<file path="src/rtl/wds_pkg.sv">
package wds_pkg;

  typedef enum logic [2:0] {
    ST_POR,    // power-up hold
    ST_PULSE,  // watchdog reset pulse
    ST_HSHK,   // waiting for mode low
    ST_SCLS,   // short window, closed
    ST_SOPN,   // short window, open
    ST_LCLS,   // long window, closed
    ST_LOPN    // long window, open
  } wdsState_t;

  // strobes from control to datapath
  typedef struct packed {
    logic restart;   // clear the window counter
    logic goodTrig;  // accepted trigger in short mode
    logic clrGood;   // drop the good-trigger tally
  } wdsStrobe_t;

endpackage

</file>
<file path="src/rtl/wds_timer.sv">
module wds_timer
  import wds_pkg::*;
#(
  parameter int CW       = 17,
  parameter int TRIG_MAX = 45,
  parameter int GOOD_N   = 3
) (
  input  logic          clk,
  input  logic          por,
  input  logic          trigIn,
  input  wdsStrobe_t    strobe,
  output logic [CW-1:0] winCnt,
  output logic          trigRise,
  output logic          trigLong,
  output logic          goodDone
);

  localparam int HW = $clog2(TRIG_MAX + 1);
  localparam int GW = $clog2(GOOD_N + 1);

  logic          trigPrev;
  logic [HW-1:0] hiCnt;
  logic [GW-1:0] goodCnt;

  always_ff @(posedge clk) begin
    if (por) begin
      winCnt   <= '0;
      trigPrev <= 1'b0;
      hiCnt    <= '0;
      goodCnt  <= '0;
    end else begin
      winCnt   <= strobe.restart ? '0 : winCnt + 1'b1;
      trigPrev <= trigIn;
      if (!trigIn)
        hiCnt <= '0;
      else if (hiCnt != HW'(TRIG_MAX))
        hiCnt <= hiCnt + 1'b1;
      if (strobe.clrGood)
        goodCnt <= '0;
      else if (strobe.goodTrig && !goodDone)
        goodCnt <= goodCnt + 1'b1;
    end
  end

  assign trigRise = trigIn && !trigPrev;
  assign trigLong = trigIn && (hiCnt == HW'(TRIG_MAX));
  assign goodDone = (goodCnt == GW'(GOOD_N));

endmodule

</file>
<file path="src/rtl/wds_ctrl.sv">
module wds_ctrl
  import wds_pkg::*;
#(
  parameter int CW        = 17,
  parameter int POR_HOLD  = 201,
  parameter int MODE_TMO  = 1112,
  parameter int RST_LEN   = 40,
  parameter int S_CLOSED  = 130,
  parameter int S_OPEN    = 124,
  parameter int LA_CLOSED = 71970,
  parameter int LA_OPEN   = 30002,
  parameter int LB_CLOSED = 1200,
  parameter int LB_OPEN   = 400
) (
  input  logic          clk,
  input  logic          por,
  input  logic          modeIn,
  input  logic          tselIn,
  input  logic          wakeIn,
  input  logic [CW-1:0] winCnt,
  input  logic          trigRise,
  input  logic          trigLong,
  input  logic          goodDone,
  output wdsStrobe_t    strobe,
  output wdsState_t     state,
  output logic          rstOutN,
  output logic          enOut
);

  wdsState_t     nxt;
  logic [CW-1:0] lastVal;
  logic          lastCyc, isShort, isLong, isClosed, isOpen, fault;

  always_comb begin
    case (state)
      ST_POR:   lastVal = CW'(POR_HOLD - 1);
      ST_PULSE: lastVal = CW'(RST_LEN - 1);
      ST_HSHK:  lastVal = CW'(MODE_TMO - 1);
      ST_SCLS:  lastVal = CW'(S_CLOSED - 1);
      ST_SOPN:  lastVal = CW'(S_OPEN - 1);
      ST_LCLS:  lastVal = tselIn ? CW'(LB_CLOSED - 1) : CW'(LA_CLOSED - 1);
      ST_LOPN:  lastVal = tselIn ? CW'(LB_OPEN - 1) : CW'(LA_OPEN - 1);
      default:  lastVal = '0;
    endcase
  end

  assign lastCyc  = (winCnt == lastVal);
  assign isShort  = (state == ST_SCLS) || (state == ST_SOPN);
  assign isLong   = (state == ST_LCLS) || (state == ST_LOPN);
  assign isClosed = (state == ST_SCLS) || (state == ST_LCLS);
  assign isOpen   = (state == ST_SOPN) || (state == ST_LOPN);
  assign fault    = (isShort || isLong) &&
                    (trigLong || (isClosed && trigRise) ||
                     (isOpen && lastCyc && !trigRise) || (isLong && wakeIn));

  always_comb begin
    nxt            = state;
    strobe.restart  = 1'b0;
    strobe.goodTrig = 1'b0;
    strobe.clrGood  = !isShort;
    case (state)
      ST_POR, ST_PULSE: if (lastCyc) begin
        nxt = ST_HSHK;
        strobe.restart = 1'b1;
      end
      ST_HSHK: if (!modeIn) begin
        nxt = ST_SCLS;
        strobe.restart = 1'b1;
      end else if (lastCyc) begin
        nxt = ST_PULSE;
        strobe.restart = 1'b1;
      end
      default: if (fault) begin
        nxt = ST_PULSE;
        strobe.restart = 1'b1;
        strobe.clrGood = 1'b1;
      end else if (isOpen && trigRise) begin
        nxt = isShort ? ST_SCLS : ST_LCLS;
        strobe.restart  = 1'b1;
        strobe.goodTrig = isShort;
      end else if (isShort && modeIn) begin
        nxt = ST_LCLS;
        strobe.restart = 1'b1;
      end else if (isLong && !modeIn) begin
        nxt = ST_SCLS;
        strobe.restart = 1'b1;
      end else if (isClosed && lastCyc) begin
        nxt = isShort ? ST_SOPN : ST_LOPN;
        strobe.restart = 1'b1;
      end
    endcase
  end

  always_ff @(posedge clk) begin
    if (por) state <= ST_POR;
    else     state <= nxt;
  end

  assign rstOutN = !((state == ST_POR) || (state == ST_PULSE));
  assign enOut   = isShort && goodDone;

endmodule

</file>
<file path="src/rtl/wdog_supervisor.sv">
module wdog_supervisor
  import wds_pkg::*;
#(
  parameter int POR_HOLD  = 201,
  parameter int MODE_TMO  = 1112,
  parameter int RST_LEN   = 40,
  parameter int S_CLOSED  = 130,
  parameter int S_OPEN    = 124,
  parameter int TRIG_MAX  = 45,
  parameter int LA_CLOSED = 71970,
  parameter int LA_OPEN   = 30002,
  parameter int LB_CLOSED = 1200,
  parameter int LB_OPEN   = 400,
  parameter int GOOD_N    = 3
) (
  input  logic clk,
  input  logic por,
  input  logic trigIn,
  input  logic modeIn,
  input  logic tselIn,
  input  logic wakeIn,
  output logic rstOutN,
  output logic enOut
);

  localparam int M1 = (POR_HOLD > MODE_TMO) ? POR_HOLD : MODE_TMO;
  localparam int M2 = (LA_CLOSED > LA_OPEN) ? LA_CLOSED : LA_OPEN;
  localparam int M3 = (LB_CLOSED > LB_OPEN) ? LB_CLOSED : LB_OPEN;
  localparam int M4 = (S_CLOSED > S_OPEN) ? S_CLOSED : S_OPEN;
  localparam int M5 = (M1 > M2) ? M1 : M2;
  localparam int M6 = (M3 > M4) ? M3 : M4;
  localparam int M7 = (M5 > M6) ? M5 : M6;
  localparam int MX = (M7 > RST_LEN) ? M7 : RST_LEN;
  localparam int CW = $clog2(MX + 1);

  wdsStrobe_t    strobe;
  wdsState_t     ctrlState;
  logic [CW-1:0] winCnt;
  logic          trigRise, trigLong, goodDone;

  wds_timer #(.CW(CW), .TRIG_MAX(TRIG_MAX), .GOOD_N(GOOD_N)) uTimer (
    .clk(clk), .por(por), .trigIn(trigIn), .strobe(strobe),
    .winCnt(winCnt), .trigRise(trigRise), .trigLong(trigLong), .goodDone(goodDone)
  );

  wds_ctrl #(
    .CW(CW), .POR_HOLD(POR_HOLD), .MODE_TMO(MODE_TMO), .RST_LEN(RST_LEN),
    .S_CLOSED(S_CLOSED), .S_OPEN(S_OPEN), .LA_CLOSED(LA_CLOSED), .LA_OPEN(LA_OPEN),
    .LB_CLOSED(LB_CLOSED), .LB_OPEN(LB_OPEN)
  ) uCtrl (
    .clk(clk), .por(por), .modeIn(modeIn), .tselIn(tselIn), .wakeIn(wakeIn),
    .winCnt(winCnt), .trigRise(trigRise), .trigLong(trigLong), .goodDone(goodDone),
    .strobe(strobe), .state(ctrlState), .rstOutN(rstOutN), .enOut(enOut)
  );

endmodule

</file>
<file path="config.mk">
export PLATFORM = sky130hd
export DESIGN_NAME = wdog_supervisor
export DESIGN_NICKNAME = d
export VERILOG_FILES = /design/src/rtl/wds_pkg.sv /design/src/rtl/wds_timer.sv /design/src/rtl/wds_ctrl.sv /design/src/rtl/wdog_supervisor.sv
export SDC_FILE = /design/constraint.sdc
export NUM_CORES = 1
export LEC_CHECK = 0
export BUFFER_PORTS_ARGS = -buffer_cell sky130_fd_sc_hd__clkbuf_2
export CORE_AREA = 2 2 76 78
export CTS_CLUSTER_DIAMETER = 60
export DETAILED_ROUTE_END_ITERATION = 7
export DIE_AREA = 0 0 78 80
export SLEW_MARGIN = 25
export SYNTH_ARGS = -nofsm -noshare
export SYNTH_HDL_FRONTEND = slang
export SYNTH_HIERARCHICAL = 1
export SYNTH_SLANG_ARGS = --single-unit
</file>
<file path="constraint.sdc">
create_clock -name clk -period 2.9 [get_ports clk]
set_input_delay 0.29 -clock clk [delete_from_list [all_inputs] [get_ports clk]]
set_output_delay 0.29 -clock clk [all_outputs]
set_load 0.005 [all_outputs]
</file>
==> impl_results.md <==
- Arrival @ worst endpoint: 2.90 ns
- Post-synthesis net count: 318
- Ranking of synthesized cells by area: dfxtp_1 (25%), nor2_1 (6.1%), xnor2_1 (6.0%)
- Final min period: 2.720 ns
- Post-synth top cells: nor2_1 (38), dfxtp_1 (29), o21ai_0 (19)
- # DRC: 0
- # nets final: 331
- P_leak: 0.9018 nW
- Core ar.: 5405 um2
- Layout Utilization: 0.4822
- Row count: 27
- Vias in the first global route: 2,054
- Sequential cell area fraction in the yosys report: 0.2483
- Vias per cell: 5.728
- Largest net degree at the start of global routing: 47
- EDFF count, synth: 0
- Port Buffers: 7
- Cell taking the most area after synthesis: dfxtp_1
- Final setup violation count: 0
- CTS Buf Count: 5
- Setup CP Type: reg2reg
- Routed wire length: 5732 um
- Clk sinks: 29
- Unique masters post-synth: 66
- Avg WL per Cell: 14.55 um
- Fin. Hold Viols: 0
- Setup_tns: 0 ns
- Area delta synth->final: 11.45%
- CTS tree: built
- Gr ovfl total: 0
- Max_slew headroom: 0.6167
- Die Wd: 78 um
- Initial antenna violation count: 0
- First-pass GRT wire length: 10,090 um
- Post-Syn Instances: 308
- First DRT Iteration DRCs: 129
- Post-CTS Setup Repair Bufs: 0
- Fraction of registers with async set/reset: 0
- Most common cell in the netlist: nor2_1
- Die area: 6240 um2
- Commonest register cell after synthesis: dfxtp_1
- 1st-pass router iterations: 5
- Synth Cell Area: 2338 um2
- Status: complete, no violations
- CP max FO: 46
- Post-synth top area share: 0.2483
- PD cells: 324.8 nW/um2
- Max rail drop VDD: 0.0002641 V
- Final HPWL DP: 4255 um
- Clk_skew: 0.002495 ns
- Clock slew at reported path FFs: 0.06 ns
- Worst-skew pair later-pin latency: 0.28 ns
- CP Launch Type: flop
- Die Height: 80 um
- Root buffer selected by CTS: clkbuf_8
- H-Tree Depth: 2
- Ports: 8
- Total track usage: 0.2032
- Layout cells sized above 1: 0.1677
- Diodes inserted: 0
- Final count of pins violating max slew: 0
- Slew @ Worst Pin: 0.5702 ns
- Starting Density: 0.4326
- RSZ-0062 raised after global routing: no
- Mean post-synth cell area: 7.593 um2
- Period utilisation layout: 0.9379
- Routability congestion estimate from global placement: 0.8516
- Clk buf depth: 2
- Hold WC Path Type: in2reg
- Max Cap Viol: 0
- CP endpoint kind: flop
- Worst path required time: 3.08 ns
- Vias: 2,257
- Yosys reg bits: 29
- # fillers: 546
- Post-route antenna net violation count: 0
- Fmax: 367.6 MHz
- Ys Warns: 6
## flip-flops by register name, indices dropped and copies added (netlist names)
| name | cells |
|---|---|
| uTimer/winCnt | 17 |
| uTimer/goodCnt | 2 |
| uTimer/trigPrev | 1 |
| uTimer/hiCnt | 6 |
| uCtrl/state | 3 |
## layout make-up
| type | count | area, um2 | area share |
|---|---|---|---|
| multi-input combinational | 247 | 1594 | 0.6116 |
| sequential | 29 | 581.8 | 0.2232 |
| timing repair buffer | 27 | 197.7 | 0.07585 |
| clock buffer | 7 | 96.34 | 0.03697 |
| tap | 72 | 90.09 | 0.03457 |
| inverter | 11 | 41.29 | 0.01584 |
| clock inverter | 1 | 5.005 | 0.001920 |
## logic make-up (layout without fill, tap and decap cells)
kind of cell,count (synthesis),after routing,synth area share
AOI/OAI and AO/OA,79,79,0.2311
xor gates and xnor gates,22,22,0.08239
adders and majority gates,4,4,0.02140
buffers and inverters,32,46,0.07009
DFF,29,29,0.2483
muxes,4,4,0.01766
and+or+nand+nor,138,138,0.3291
## stage by stage
step / setup WS (ns) / total power, W / cells / hold slack, ns / instance area (um2)
after floorplan: 0.1131 / 0.0004630 / 308 / 0.3621 / 2338
after global placement: 0.2255 / 0.0004841 / 386 / 0.4969 / 2504
after detailed placement: 0.1641 / 0.0004841 / 386 / 0.5058 / 2504
after CTS: 0.1423 / 0.0008578 / 394 / 0.2941 / 2605
after global routing: 0.006546 / 0.0008842 / 394 / 0.3214 / 2606
final: 0.1800 / 0.0008464 / 394 / 0.2978 / 2606
## routing by layer
layer / wire, um / share of wire / up-vias / global-route usage
met3: 280 / 0.049 / 16 / 0.04412
met1: 2757 / 0.48 / 1039 / 0.2783
li1: - / - / 1144 / -
met5: 0 / 0 / - / 0
met4: 156 / 0.027 / 0 / 0.09474
met2: 2537 / 0.44 / 58 / 0.3026
## final timing paths
path,from,slack (ns),endpoint,depth (start not counted)
hold reg to reg,uTimer/winCnt[15],0.52,uTimer/winCnt[15],2
hold / removal,por,0.30,uCtrl/state[1],2
setup / recovery,uCtrl/state[1],0.18,uTimer/winCnt[14],10
setup reg to reg,uCtrl/state[1],0.18,uTimer/winCnt[14],10
## critical path, cell delays in order (launching register included)
cell and delay (ns):
dfxtp_1 0.32, buf_12 0.17, and2_4 0.17, a221o_1 0.30, o32ai_2 0.20, o211ai_1 0.11, or4_1 0.60, o21ai_2 0.23
or2_2 0.18, nor2_1 0.05, a41o_1 0.25
## cells in the final DEF (no fill, tap or decap), types with 3 or more instances in the layout
master    Yosys  layout
o22ai_1       4       4
nand2b_1     11      11
nand4_1       5       5
nor2b_1       5       5
nand2_1      17      17
nand3_1      13      13
clkbuf_8      0       7
and2_1        3       3
nor3_1        9       9
nand3b_1      4       4
o21a_1        3       3
buf_4         0      19
dfxtp_1      29      28
or2_2         3       3
xnor2_1      16      16
xor2_1        6       6
o31ai_1       4       4
a211oi_1      5       5
mux2i_1       3       3
ha_1          4       4
o21ai_0      19      19
and3_1        3       3
inv_1        10      10
a21oi_1      17      17
nor4_1        4       4
clkbuf_2      0       7
or3_1         3       3
a31oi_1       3       3
nor2_1       38      38
## power by group
group | total (W) | switching (W) | internal, W
Combinational | 0.0000589 | 0.0000330 | 0.0000259
Clock | 0.000371 | 0.000157 | 0.000214
Sequential | 0.000416 | 0.0000121 | 0.000404
Total | 0.000846 | 0.000202 | 0.000644
## timing repair
item                       in CTS  in global routing
setup endpoints to repair       0                  2
gates resized for setup         0                  1
hold buffers                    0                  0
No activity file was read; power rests on OpenSTA's default activity.
